**src/rtl/spr_scan_pkg.sv**
```systemverilog
package spr_scan_pkg;
  localparam int BYTE_W = 8;

  // One table entry; the packed order places Y in the low byte of a read word.
  typedef struct packed {
    logic [BYTE_W-1:0] attr;
    logic [BYTE_W-1:0] tile;
    logic [BYTE_W-1:0] x;
    logic [BYTE_W-1:0] y;
  } spr_obj_t;

  localparam int OBJ_W = $bits(spr_obj_t);
endpackage

```
**src/rtl/spr_rst_sync.sv**
```systemverilog
module spr_rst_sync (
  input  logic clk,
  input  logic rst_n_i,
  output logic rst_n_o
);
  logic [1:0] sync_q;

  always_ff @(posedge clk or negedge rst_n_i) begin
    if (!rst_n_i) begin
      sync_q <= 2'b00;
    end else begin
      sync_q <= {sync_q[0], 1'b1};
    end
  end

  assign rst_n_o = sync_q[1];
endmodule

```
**src/rtl/spr_scan_ctrl.sv**
```systemverilog
module spr_scan_ctrl #(
  parameter int NUM_OBJ = 40,
  localparam int IDX_W  = $clog2(NUM_OBJ),
  localparam int ADDR_W = IDX_W + 2
) (
  input  logic              clk,
  input  logic              rst_n,
  input  logic              start_i,
  output logic              rd_en_o,
  output logic [ADDR_W-1:0] rd_addr_o,
  output logic              eval_o,
  output logic              busy_o
);
  logic [IDX_W-1:0] idx_q, idx_d;
  logic             ph_q, ph_d;
  logic             busy_q, busy_d;
  logic             ctl_en;

  always_comb begin
    idx_d  = idx_q;
    ph_d   = ph_q;
    busy_d = busy_q;
    ctl_en = 1'b0;
    if (start_i) begin
      ctl_en = 1'b1;
      idx_d  = '0;
      ph_d   = 1'b0;
      busy_d = 1'b1;
    end else if (busy_q) begin
      ctl_en = 1'b1;
      if (!ph_q) begin
        ph_d = 1'b1;
      end else begin
        ph_d = 1'b0;
        if (idx_q == IDX_W'(NUM_OBJ - 1)) begin
          busy_d = 1'b0;
        end else begin
          idx_d = idx_q + 1'b1;
        end
      end
    end
  end

  always_ff @(posedge clk or negedge rst_n) begin
    if (!rst_n) begin
      idx_q  <= '0;
      ph_q   <= 1'b0;
      busy_q <= 1'b0;
    end else if (ctl_en) begin
      idx_q  <= idx_d;
      ph_q   <= ph_d;
      busy_q <= busy_d;
    end
  end

  assign rd_en_o   = busy_q && !ph_q;
  assign rd_addr_o = {idx_q, 2'b00};
  assign eval_o    = busy_q && ph_q;
  assign busy_o    = busy_q;
endmodule

```
**src/rtl/spr_hit_test.sv**
```systemverilog
module spr_hit_test #(
  parameter int LINE_OFS = 16,
  parameter int SHORT_H  = 8,
  parameter int TALL_H   = 16
) (
  input  logic [7:0] line_i,
  input  logic       tall_i,
  input  logic [7:0] y_i,
  output logic       hit_o
);
  logic [8:0] probe;
  logic [8:0] top;

  always_comb begin
    probe = {1'b0, line_i} + 9'(LINE_OFS);
    top   = {1'b0, y_i} + (tall_i ? 9'(TALL_H) : 9'(SHORT_H));
    hit_o = (probe >= {1'b0, y_i}) && (probe < top);
  end
endmodule

```
**src/rtl/spr_sort_list.sv**
```systemverilog
module spr_sort_list
  import spr_scan_pkg::*;
#(
  parameter int MAX_SEL = 10,
  localparam int CNT_W  = $clog2(MAX_SEL + 1)
) (
  input  logic             clk,
  input  logic             rst_n,
  input  logic             clr_i,
  input  logic             ins_i,
  input  spr_obj_t         ins_obj_i,
  input  logic             pop_i,
  output logic [CNT_W-1:0] cnt_o,
  output spr_obj_t         head_o
);
  spr_obj_t         ent_q [MAX_SEL];
  spr_obj_t         ent_d [MAX_SEL];
  logic [CNT_W-1:0] cnt_q, cnt_d;
  logic [MAX_SEL-1:0] le_vec;
  logic [CNT_W-1:0] pos;
  logic             full, accept, pop_ok, ent_we, cnt_we;

  // Slot k counts toward the insert position when it is held and its X is not greater.
  for (genvar k = 0; k < MAX_SEL; k++) begin : g_cmp
    assign le_vec[k] = (CNT_W'(k) < cnt_q) && (ent_q[k].x <= ins_obj_i.x);
  end

  always_comb begin
    pos = '0;
    for (int k = 0; k < MAX_SEL; k++) begin
      pos = pos + CNT_W'(le_vec[k]);
    end
  end

  assign full   = (cnt_q == CNT_W'(MAX_SEL));
  assign accept = ins_i && !full && !clr_i;
  assign pop_ok = pop_i && (cnt_q != '0) && !clr_i && !ins_i;

  always_comb begin
    for (int k = 0; k < MAX_SEL; k++) begin
      ent_d[k] = ent_q[k];
    end
    cnt_d  = cnt_q;
    ent_we = 1'b0;
    cnt_we = 1'b0;
    if (clr_i) begin
      cnt_d  = '0;
      cnt_we = 1'b1;
    end else if (accept) begin
      ent_we = 1'b1;
      cnt_we = 1'b1;
      cnt_d  = cnt_q + 1'b1;
      for (int k = 1; k < MAX_SEL; k++) begin
        if (k > int'(pos)) ent_d[k] = ent_q[k-1];
      end
      for (int k = 0; k < MAX_SEL; k++) begin
        if (k == int'(pos)) ent_d[k] = ins_obj_i;
      end
    end else if (pop_ok) begin
      ent_we = 1'b1;
      cnt_we = 1'b1;
      cnt_d  = cnt_q - 1'b1;
      for (int k = 0; k < MAX_SEL - 1; k++) begin
        ent_d[k] = ent_q[k+1];
      end
    end
  end

  always_ff @(posedge clk or negedge rst_n) begin
    if (!rst_n) begin
      cnt_q <= '0;
    end else if (cnt_we) begin
      cnt_q <= cnt_d;
    end
  end

  always_ff @(posedge clk or negedge rst_n) begin
    if (!rst_n) begin
      for (int k = 0; k < MAX_SEL; k++) ent_q[k] <= '0;
    end else if (ent_we) begin
      for (int k = 0; k < MAX_SEL; k++) ent_q[k] <= ent_d[k];
    end
  end

  assign cnt_o  = cnt_q;
  assign head_o = ent_q[0];
endmodule

```
**src/rtl/spr_line_scan.sv**
```systemverilog
module spr_line_scan
  import spr_scan_pkg::*;
#(
  parameter int NUM_OBJ  = 40,
  parameter int MAX_SEL  = 10,
  parameter int LINE_OFS = 16,
  parameter int PIX_OFS  = 8,
  localparam int IDX_W   = $clog2(NUM_OBJ),
  localparam int ADDR_W  = IDX_W + 2,
  localparam int CNT_W   = $clog2(MAX_SEL + 1)
) (
  input  logic              clk,
  input  logic              rst_n,
  input  logic              start_i,
  input  logic [7:0]        line_i,
  input  logic              tall_i,
  output logic              rd_en_o,
  output logic [ADDR_W-1:0] rd_addr_o,
  input  logic [OBJ_W-1:0]  rd_data_i,
  output logic              busy_o,
  output logic [CNT_W-1:0]  sel_count_o,
  output logic              head_valid_o,
  output logic [7:0]        head_y_o,
  output logic [7:0]        head_x_o,
  output logic [7:0]        head_tile_o,
  output logic [7:0]        head_attr_o,
  input  logic [7:0]        pix_x_i,
  output logic              head_hit_o,
  input  logic              pop_i
);
  logic     rst_n_s;
  logic     eval, match, busy;
  spr_obj_t rd_obj, head;

  spr_rst_sync u_rst (
    .clk     (clk),
    .rst_n_i (rst_n),
    .rst_n_o (rst_n_s)
  );

  spr_scan_ctrl #(.NUM_OBJ(NUM_OBJ)) u_ctrl (
    .clk       (clk),
    .rst_n     (rst_n_s),
    .start_i   (start_i),
    .rd_en_o   (rd_en_o),
    .rd_addr_o (rd_addr_o),
    .eval_o    (eval),
    .busy_o    (busy)
  );

  assign rd_obj = spr_obj_t'(rd_data_i);

  spr_hit_test #(.LINE_OFS(LINE_OFS)) u_hit (
    .line_i (line_i),
    .tall_i (tall_i),
    .y_i    (rd_obj.y),
    .hit_o  (match)
  );

  spr_sort_list #(.MAX_SEL(MAX_SEL)) u_list (
    .clk       (clk),
    .rst_n     (rst_n_s),
    .clr_i     (start_i),
    .ins_i     (eval && match),
    .ins_obj_i (rd_obj),
    .pop_i     (pop_i && !busy),
    .cnt_o     (sel_count_o),
    .head_o    (head)
  );

  assign busy_o       = busy;
  assign head_valid_o = (sel_count_o != '0);
  assign head_y_o     = head.y;
  assign head_x_o     = head.x;
  assign head_tile_o  = head.tile;
  assign head_attr_o  = head.attr;
  assign head_hit_o   = head_valid_o &&
                        ({1'b0, head.x} == ({1'b0, pix_x_i} + 9'(PIX_OFS)));
endmodule

```
**config.mk**
```make
export PLATFORM = sky130hd
export DESIGN_NAME = spr_line_scan
export DESIGN_NICKNAME = d
export VERILOG_FILES = /design/src/rtl/spr_scan_pkg.sv /design/src/rtl/spr_rst_sync.sv /design/src/rtl/spr_scan_ctrl.sv /design/src/rtl/spr_hit_test.sv /design/src/rtl/spr_sort_list.sv /design/src/rtl/spr_line_scan.sv
export SDC_FILE = /design/constraint.sdc
export NUM_CORES = 1
export LEC_CHECK = 0
export ABC_AREA = 1
export BUFFER_PORTS_ARGS = -buffer_cell sky130_fd_sc_hd__buf_2
export CORE_ASPECT_RATIO = 1.4
export CORE_MARGIN = 10
export CORE_UTILIZATION = 45
export DETAILED_ROUTE_END_ITERATION = 16
export PLACE_DENSITY = 0.75
export RECOVER_POWER = 25
export SLEW_MARGIN = 20
export SYNTH_ARGS = -nofsm -noshare
export SYNTH_HDL_FRONTEND = slang
export SYNTH_SLANG_ARGS = --single-unit
```
**constraint.sdc**
```tcl
create_clock -name clk -period 10.5 [get_ports clk]
set_clock_uncertainty 0.05 [all_clocks]
set_input_delay 0.525 -clock clk [delete_from_list [all_inputs] [get_ports clk]]
set_output_delay 0.525 -clock clk [all_outputs]
set_load 0.05 [all_outputs]
```
==> results of run 1 <==
[registers in the layout, indices dropped and copies added, names as in the netlist]
| name | flops |
|---|---|
| u_ctrl.busy_o | 1 |
| u_ctrl.idx_q | 6 |
| u_ctrl.ph_q | 1 |
| u_list.cnt_o | 4 |
| u_list.ent_q | 288 |
| u_list.head_o | 32 |
| u_rst.sync_q | 2 |
[per-layer routing]
| metal | GRT usage | up-vias | wire [µm] |
|---|---|---|---|
| li1 | - | 12100 | - |
| met2 | 0.397 | 1017 | 37700 |
| met1 | 0.311 | 11500 | 33100 |
| met3 | 0.0277 | 172 | 5280 |
| met4 | 0.108 | 2 | 3140 |
| met5 | 0 | - | 9 |
[cells by family after synthesis]
family,Yosys count,synth area share
compound gates,190,0.0397
xor+xnor,20,0.00717
fa+ha+maj,117,0.0620
buf+inv,452,0.0829
flops,334,0.342
other cells,2,0.000307
simple gates,2743,0.466
[per-stage QoR]
| step | utilization | std cells | total power [mW] | worst slack [ns] | hold WS, ns |
|---|---|---|---|---|---|
| 2_1_floorplan | - | 3859 | 2.49 | 0.452 | 0.179 |
| 3_3_place_gp | 0.457 | 4377 | 2.90 | 2.89 | 0.267 |
| 3_5_place_dp | 0.457 | 4377 | 2.92 | 2.82 | 0.267 |
| 4_1_cts | 0.479 | 4441 | 4.20 | 3.33 | 0.113 |
| 5_1_grt | 0.478 | 4444 | 4.42 | 2.86 | 0.130 |
| 6_report | 0.478 | 4445 | 4.21 | 3.31 | 0.133 |
[layout make-up]
cell class	count	area (µm²)	area share
clock inverters	9	92.6	0.00359
multi-input cells	3073	14100	0.548
well taps	721	902	0.0350
clock buffers	54	1050	0.0407
repair buffers	139	833	0.0323
flip-flops and latches	334	8360	0.324
inverters	111	424	0.0164
diodes	4	10.0	0.000388
[power breakdown]
| group | switching (mW) | internal [mW] | total, mW |
|---|---|---|---|
| clock | 0.577 | 0.722 | 1.30 |
| sequential | 0.0566 | 1.33 | 1.38 |
| combinational | 1.19 | 0.342 | 1.53 |
| total | 1.82 | 2.39 | 4.21 |
[synth_stat cells, types with 8 or more instances]
cell	instances	area share
nor2_1	47	0.0072
nand3_1	291	0.060
buf_1	15	0.0023
clkbuf_1	143	0.022
a21oi_1	56	0.011
inv_1	105	0.016
o21ai_0	125	0.026
buf_4	38	0.012
buf_2	144	0.029
nand4_1	269	0.069
ha_1	110	0.056
nand2_1	2120	0.33
xor2_1	8	0.0029
dfrtp_1	334	0.34
xnor2_1	12	0.0043
[repair_timing]
action                                 in CTS  in global routing
setup buffers                               0                  0
endpoints found under the hold margin       2                  0
hold buffers                                1                  0
[worst max path at each step]
stage,startpoint,end,slack (ns)
detailed placement,rd_data_i[15],u_list.ent_q[101],2.82
global placement,rd_data_i[13],u_list.ent_q[47],2.89
floorplan,u_rst.sync_q[1],u_ctrl.busy_o,0.45
global route,rd_data_i[11],u_list.ent_q[109],2.86
finish,u_list.head_o[11],u_list.ent_q[100],3.31
CTS,u_list.head_o[11],u_list.ent_q[108],3.33
==> impl_metrics.env, run 1 <==
export IMPL_drt_total_wl_um=79200
export IMPL_hp_class="input port to register"
export IMPL_hold_viol=0
export IMPL_drive_gt1_frac=0.0495
export IMPL_dr_pass1_iters=6
export IMPL_period_needed_ns=7.19
export IMPL_cts_root_buf="clkbuf_16"
export IMPL_grt_overflow_total=0
export IMPL_max_freq_ghz=0.139
export IMPL_cts_clk_slew_worst_paths_ns=0.07
export IMPL_finalSetupViolCount=0
export IMPL_layout_common_cells="nand2_1, dfrtp_1, nand3_1, nand4_1, o21ai_0"
export IMPL_leakage_nw=14.9
export IMPL_clock_latency_ns=0.55
export IMPL_die_h_um=296
export IMPL_port_buffers=98
export IMPL_routedWlPerCell_um=17.8
export IMPL_vias=24700
export IMPL_yosys_warnings=0
export IMPL_gp_congestion=0.893
export IMPL_synthFlopType="dfrtp_1"
export IMPL_drc_errors=0
export IMPL_cts_tree="built"
export IMPL_finalCritPeriodShare=0.685
export IMPL_fin_nets=3865
export IMPL_max_slew_margin=-0.509
export IMPL_synth_seq_cells=334
export IMPL_min_from="start_i"
export IMPL_rows=101
export IMPL_drtIter0Drc=2840
export IMPL_outcome="finished with violations"
export IMPL_crit_type="register to register"
export IMPL_cp_arrival_ns=7.57
export IMPL_cts_resized=0
export IMPL_powerDensity_nw_per_um2=163
export IMPL_start_util=0.453
export IMPL_critPathBufInv=8
export IMPL_critical_path_slowest_cell="dfrtp_1"
export IMPL_reg2reg_slack_ns=3.31
export IMPL_grt_pass1_vias=23000
export IMPL_dp_hpwl_um=50300
export IMPL_die_area_um2=64200
export IMPL_syn_cell_area_um2=24400
export IMPL_ios=101
export IMPL_end_kind="register"
export IMPL_coreArea_um2=54000
export IMPL_crit_path_frequent_cell="nand2_1"
export IMPL_synth_edf_count=0
export IMPL_htree_levels=2
export IMPL_rr_endpoint="u_list.ent_q[100]"
export IMPL_worstPathMaxFanout=33
export IMPL_area_growth_pct=5.54
export IMPL_synth_cells=3858
export IMPL_design_area_um2=25800
export IMPL_cap_violations=1
export IMPL_r2r_start="u_list.head_o[11]"
export IMPL_cp_top_family="adder cells"
export IMPL_grt_max_degree=217
export IMPL_synthArstFlopShare=1.00
export IMPL_final_common_cell="nand2_1"
export IMPL_tns_ns=0
export IMPL_synth_cell_types=33
export IMPL_antenna_found_initial=5
export IMPL_viasPerCell=5.56
export IMPL_ant_nets=0
export IMPL_min_path_cells=2
export IMPL_grt_use_total=0.240
export IMPL_n_fill_cell=5567
export IMPL_cts_buffers=36
export IMPL_dieWidth_um=217
export IMPL_ys_seq_area_frac=0.342
export IMPL_r2r_cells=27
export IMPL_grt_pass1_wl_um=127000
export IMPL_rsz0062_at_grt="no"
export IMPL_dpl_instance_area_um2=24700
export IMPL_hold_path_end="u_ctrl.ph_q"
export IMPL_worst_setup_path_start_kind="register"
export IMPL_violations="max-capacitance violations, max-slew violations"
export IMPL_critPathMaxStageDelay_ns=0.54
export IMPL_worstMarginPinSlew_ns=2.26
export IMPL_clockBufferDepth=3
export IMPL_cts_sinks=334
export IMPL_avgSynthCellArea_um2=6.33
export IMPL_maxSlewViolCount=49
export IMPL_peakVddDrop_uv=134
export IMPL_cp_depth=27
export IMPL_required_ns=10.88
Power figures use the tool's default switching activity.
==> inputs of run 2 (changes only) <==
Settings changed: ABC_AREA 1 to 0, PLACE_DENSITY 0.75 to 0.72.
Clock period 10.5 ns to 6.9 ns, I/O delays scaled along.
==> run 2 against run 1 <==
Cell count shrank 42%. Count of clock-buffer cells in the layout grew 4. Largest power group unchanged. Clock power grew 58%. Area after synthesis shrank 9.3%. The flow still finishes with violations (max-capacitance violations, max-slew violations). Sequential share of layout area grew 1.9 points. Via count shrank 37%. Core utilization grew 2.0 points. Critical path depth shrank 4. Maximum frequency grew 9.7%.
==> impl_metrics.env, run 2 <==
export IMPL_outcome="finished with violations"
export IMPL_violations="max-capacitance violations, max-slew violations"
export IMPL_rows=96
export IMPL_tns_ns=0
export IMPL_synth_cell_types=59
export IMPL_worstPathCellList="ha_1 -> nand3_1 -> o22ai_1 -> o21a_1 -> o21bai_1 -> a21oi_1 -> a21oi_1 -> ha_1 -> inv_1 -> fa_1 -> fa_1 -> fa_1 -> inv_1 -> fa_1 -> inv_1 -> fa_1 -> or3b_1 -> o22ai_4 -> buf_4 -> nand2_1 -> o21ai_4 -> buf_4 -> mux2_2"
export IMPL_crit_type="register to register"
export IMPL_post_cts_setup_buffers=0
export IMPL_max_freq_ghz=0.152
export IMPL_cts_buffers=39
export IMPL_cp_top_family="adder cells"
export IMPL_worstPathMaxFanout=37
export IMPL_grt_overflow_total=0
export IMPL_p_comb_frac=0.391
export IMPL_die_area_um2=58600
export IMPL_p_int_mw=5.76
export IMPL_dieWidth_um=208
export IMPL_regMostFlops="u_list.ent_q"
export IMPL_cts_tree="built"
export IMPL_cts_clk_slew_worst_paths_ns=0.06
export IMPL_grt_pass1_wl_um=94400
export IMPL_dr_pass1_iters=6
export IMPL_fin_nets=2106
export IMPL_coreArea_um2=48900
export IMPL_n_antenna_cell=0
export IMPL_clock_latency_ns=0.55
export IMPL_design_area_um2=24400
export IMPL_period_needed_ns=6.56
export IMPL_synth_seq_cells=334
export IMPL_p_seq_frac=0.377
export IMPL_dpl_instance_area_um2=23200
export IMPL_ant_nets=0
export IMPL_drt_total_wl_um=58900
export IMPL_worstMarginPinSlew_ns=3.21
export IMPL_avgSynthCellArea_um2=11.6
export IMPL_yosys_warnings=0
export IMPL_vias=15600
export IMPL_viasPerCell=6.00
export IMPL_peakVddDrop_uv=204
export IMPL_finalSetupViolCount=0
export IMPL_finalCritPeriodShare=0.951
export IMPL_max_slew_margin=-1.14
export IMPL_synth_cells=1914
export IMPL_largest_reg_flops=288
export IMPL_grt_use_total=0.196
export IMPL_whs_ns=0.0771
export IMPL_ys_seq_area_frac=0.377
export IMPL_pwr_share_clk=0.233
export IMPL_antenna_found_initial=1
export IMPL_synth_common_cells="mux2_2, dfrtp_1, mux2i_1"
export IMPL_critPathMaxStageDelay_ns=0.53
export IMPL_cp_arrival_ns=6.93
export IMPL_cp_depth=23
export IMPL_n_fill_cell=4243
export IMPL_layout_common_cells="mux2_2, dfrtp_1, mux2i_1, mux2_1, ha_1"
export IMPL_end_kind="register"
export IMPL_clockBufferDepth=3
export IMPL_gp_congestion=0.865
export IMPL_die_h_um=283
export IMPL_syn_cell_area_um2=22200
export IMPL_drc_errors=0
export IMPL_drtIter0Drc=977
export IMPL_powerDensity_nw_per_um2=362
export IMPL_p_sw_mw=3.04
export IMPL_p_sw_frac=0.346
export IMPL_hold_viol=0
export IMPL_reg2reg_slack_ns=0.34
export IMPL_critical_path_slowest_cell="fa_1"
export IMPL_rr_endpoint="u_list.ent_q[265]"
export IMPL_hp_class="input port to asynchronous set/reset pin"
export IMPL_grt_pass1_vias=16700
export IMPL_critPathBufInv=5
export IMPL_synthArstFlopShare=1.00
export IMPL_cts_root_buf="clkbuf_16"
export IMPL_routedWlPerCell_um=22.7
export IMPL_maxSlewViolCount=235
export IMPL_r2r_start="u_list.head_o[10]"
export IMPL_required_ns=7.27
export IMPL_synthFlopType="dfrtp_1"
export IMPL_synth_top_area_share=0.377
export IMPL_htree_levels=2
export IMPL_rsz0062_at_grt="no"
export IMPL_yosys_area_top_type="dfrtp_1"
export IMPL_port_buffers=98
export IMPL_grt_max_degree=149
export IMPL_synth_edf_count=0
export IMPL_worst_setup_path_start_kind="register"
export IMPL_cap_violations=3
export IMPL_crit_path_frequent_cell="fa_1"
export IMPL_area_growth_pct=9.93
export IMPL_drive_gt1_frac=0.353
export IMPL_leakage_nw=10.9
export IMPL_r2r_cells=23
export IMPL_dp_hpwl_um=39600
export IMPL_synthTopCellsByArea="dfrtp_1, mux2_2, mux2i_1"
export IMPL_synth_most_common_cell="mux2_2"
export IMPL_final_common_cell="mux2_2"
export IMPL_start_util=0.453
export IMPL_cts_sinks=334
export IMPL_ios=101
run 2: cell count changes in the layout (fill, tap and decap cells not counted), moves of 25 or more:
cell     delta
mux2_1    +123
nand4_1   -240
mux2i_1   +150
o221a_2    +64
a21o_1     +25
o21ai_0    -74
mux2_2    +433
inv_1      -45
nand2_1  -2020
nand3_1   -240
run 2: kinds of logic after synthesis:
group	synth area share
flops	0.377
fa+ha+maj	0.0684
buf+inv	0.0560
xor+xnor	0.00790
mux	0.350
other cells	0.000339
simple gates	0.0570
compound gates	0.0829
run 2: worst reg2reg max path, stage by stage (launching register included):
cell and delay (ns):
dfrtp_1 0.44, ha_1 0.32, nand3_1 0.10, o22ai_1 0.16, o21a_1 0.15, o21bai_1 0.07
a21oi_1 0.20, a21oi_1 0.07, ha_1 0.30, inv_1 0.05, fa_1 0.53, fa_1 0.53
fa_1 0.48, inv_1 0.09, fa_1 0.21, inv_1 0.06, fa_1 0.45, or3b_1 0.46
o22ai_4 0.14, buf_4 0.48, nand2_1 0.18, o21ai_4 0.15, buf_4 0.35, mux2_2 0.43
run 2: stage by stage:
stage	power (mW)	util	worst slack [ns]	instances
after floorplan	5.89	-	0.355	1915
after global placement	6.60	0.474	0.365	2530
after global routing	9.37	0.498	0.0513	2598
final	8.81	0.498	0.341	2598
after detailed placement	6.77	0.474	0.300	2530
after CTS	8.87	0.500	0.346	2597
run 2: cell type report:
type,instances,area [µm²],share of cell area
clock buffer,58,1140,0.0467
clock inverter,8,109,0.00447
inverter,56,210,0.00863
multi-input combinational,1340,12700,0.523
sequential,334,8360,0.343
tap,637,797,0.0327
timing repair buffer,165,1020,0.0418
run 2: per-layer routing:
layer	global-route usage	share of wire	up-vias
met5	0	0	-
met4	0.0713	0.031	0
met3	0.0269	0.040	96
met2	0.349	0.51	342
met1	0.237	0.42	8074
li1	-	-	7064
run 2: repair_timing:
item / 4_1_cts / 5_1_grt
endpoints found under the hold margin: 2 / 0
hold buffers: 1 / 0
resized for setup: 0 / 0
run 2: worst max-delay path by stage:
| stage | start | slack [ns] | end |
|---|---|---|---|
| 2_1_floorplan | rd_data_i[9] | 0.36 | u_list.ent_q[176] |
| 3_3_place_gp | rd_data_i[9] | 0.36 | u_list.ent_q[265] |
| 3_5_place_dp | rd_data_i[9] | 0.30 | u_list.ent_q[265] |
| 4_1_cts | u_list.head_o[11] | 0.35 | u_list.ent_q[265] |
| 5_1_grt | u_rst.sync_q[1] | 0.05 | u_list.ent_q[68] |
| 6_report | u_list.head_o[10] | 0.34 | u_list.ent_q[265] |
run 2: power groups by stage:
stage | sequential (mW) | combinational, mW | clock (mW)
3_5_place_dp | 3.33 | 3.45 | 0
4_1_cts | 3.30 | 3.48 | 2.09
3_3_place_gp | 3.29 | 3.31 | 0
6_report | 3.32 | 3.44 | 2.05
2_1_floorplan | 3.10 | 2.79 | 0
5_1_grt | 3.40 | 3.80 | 2.17
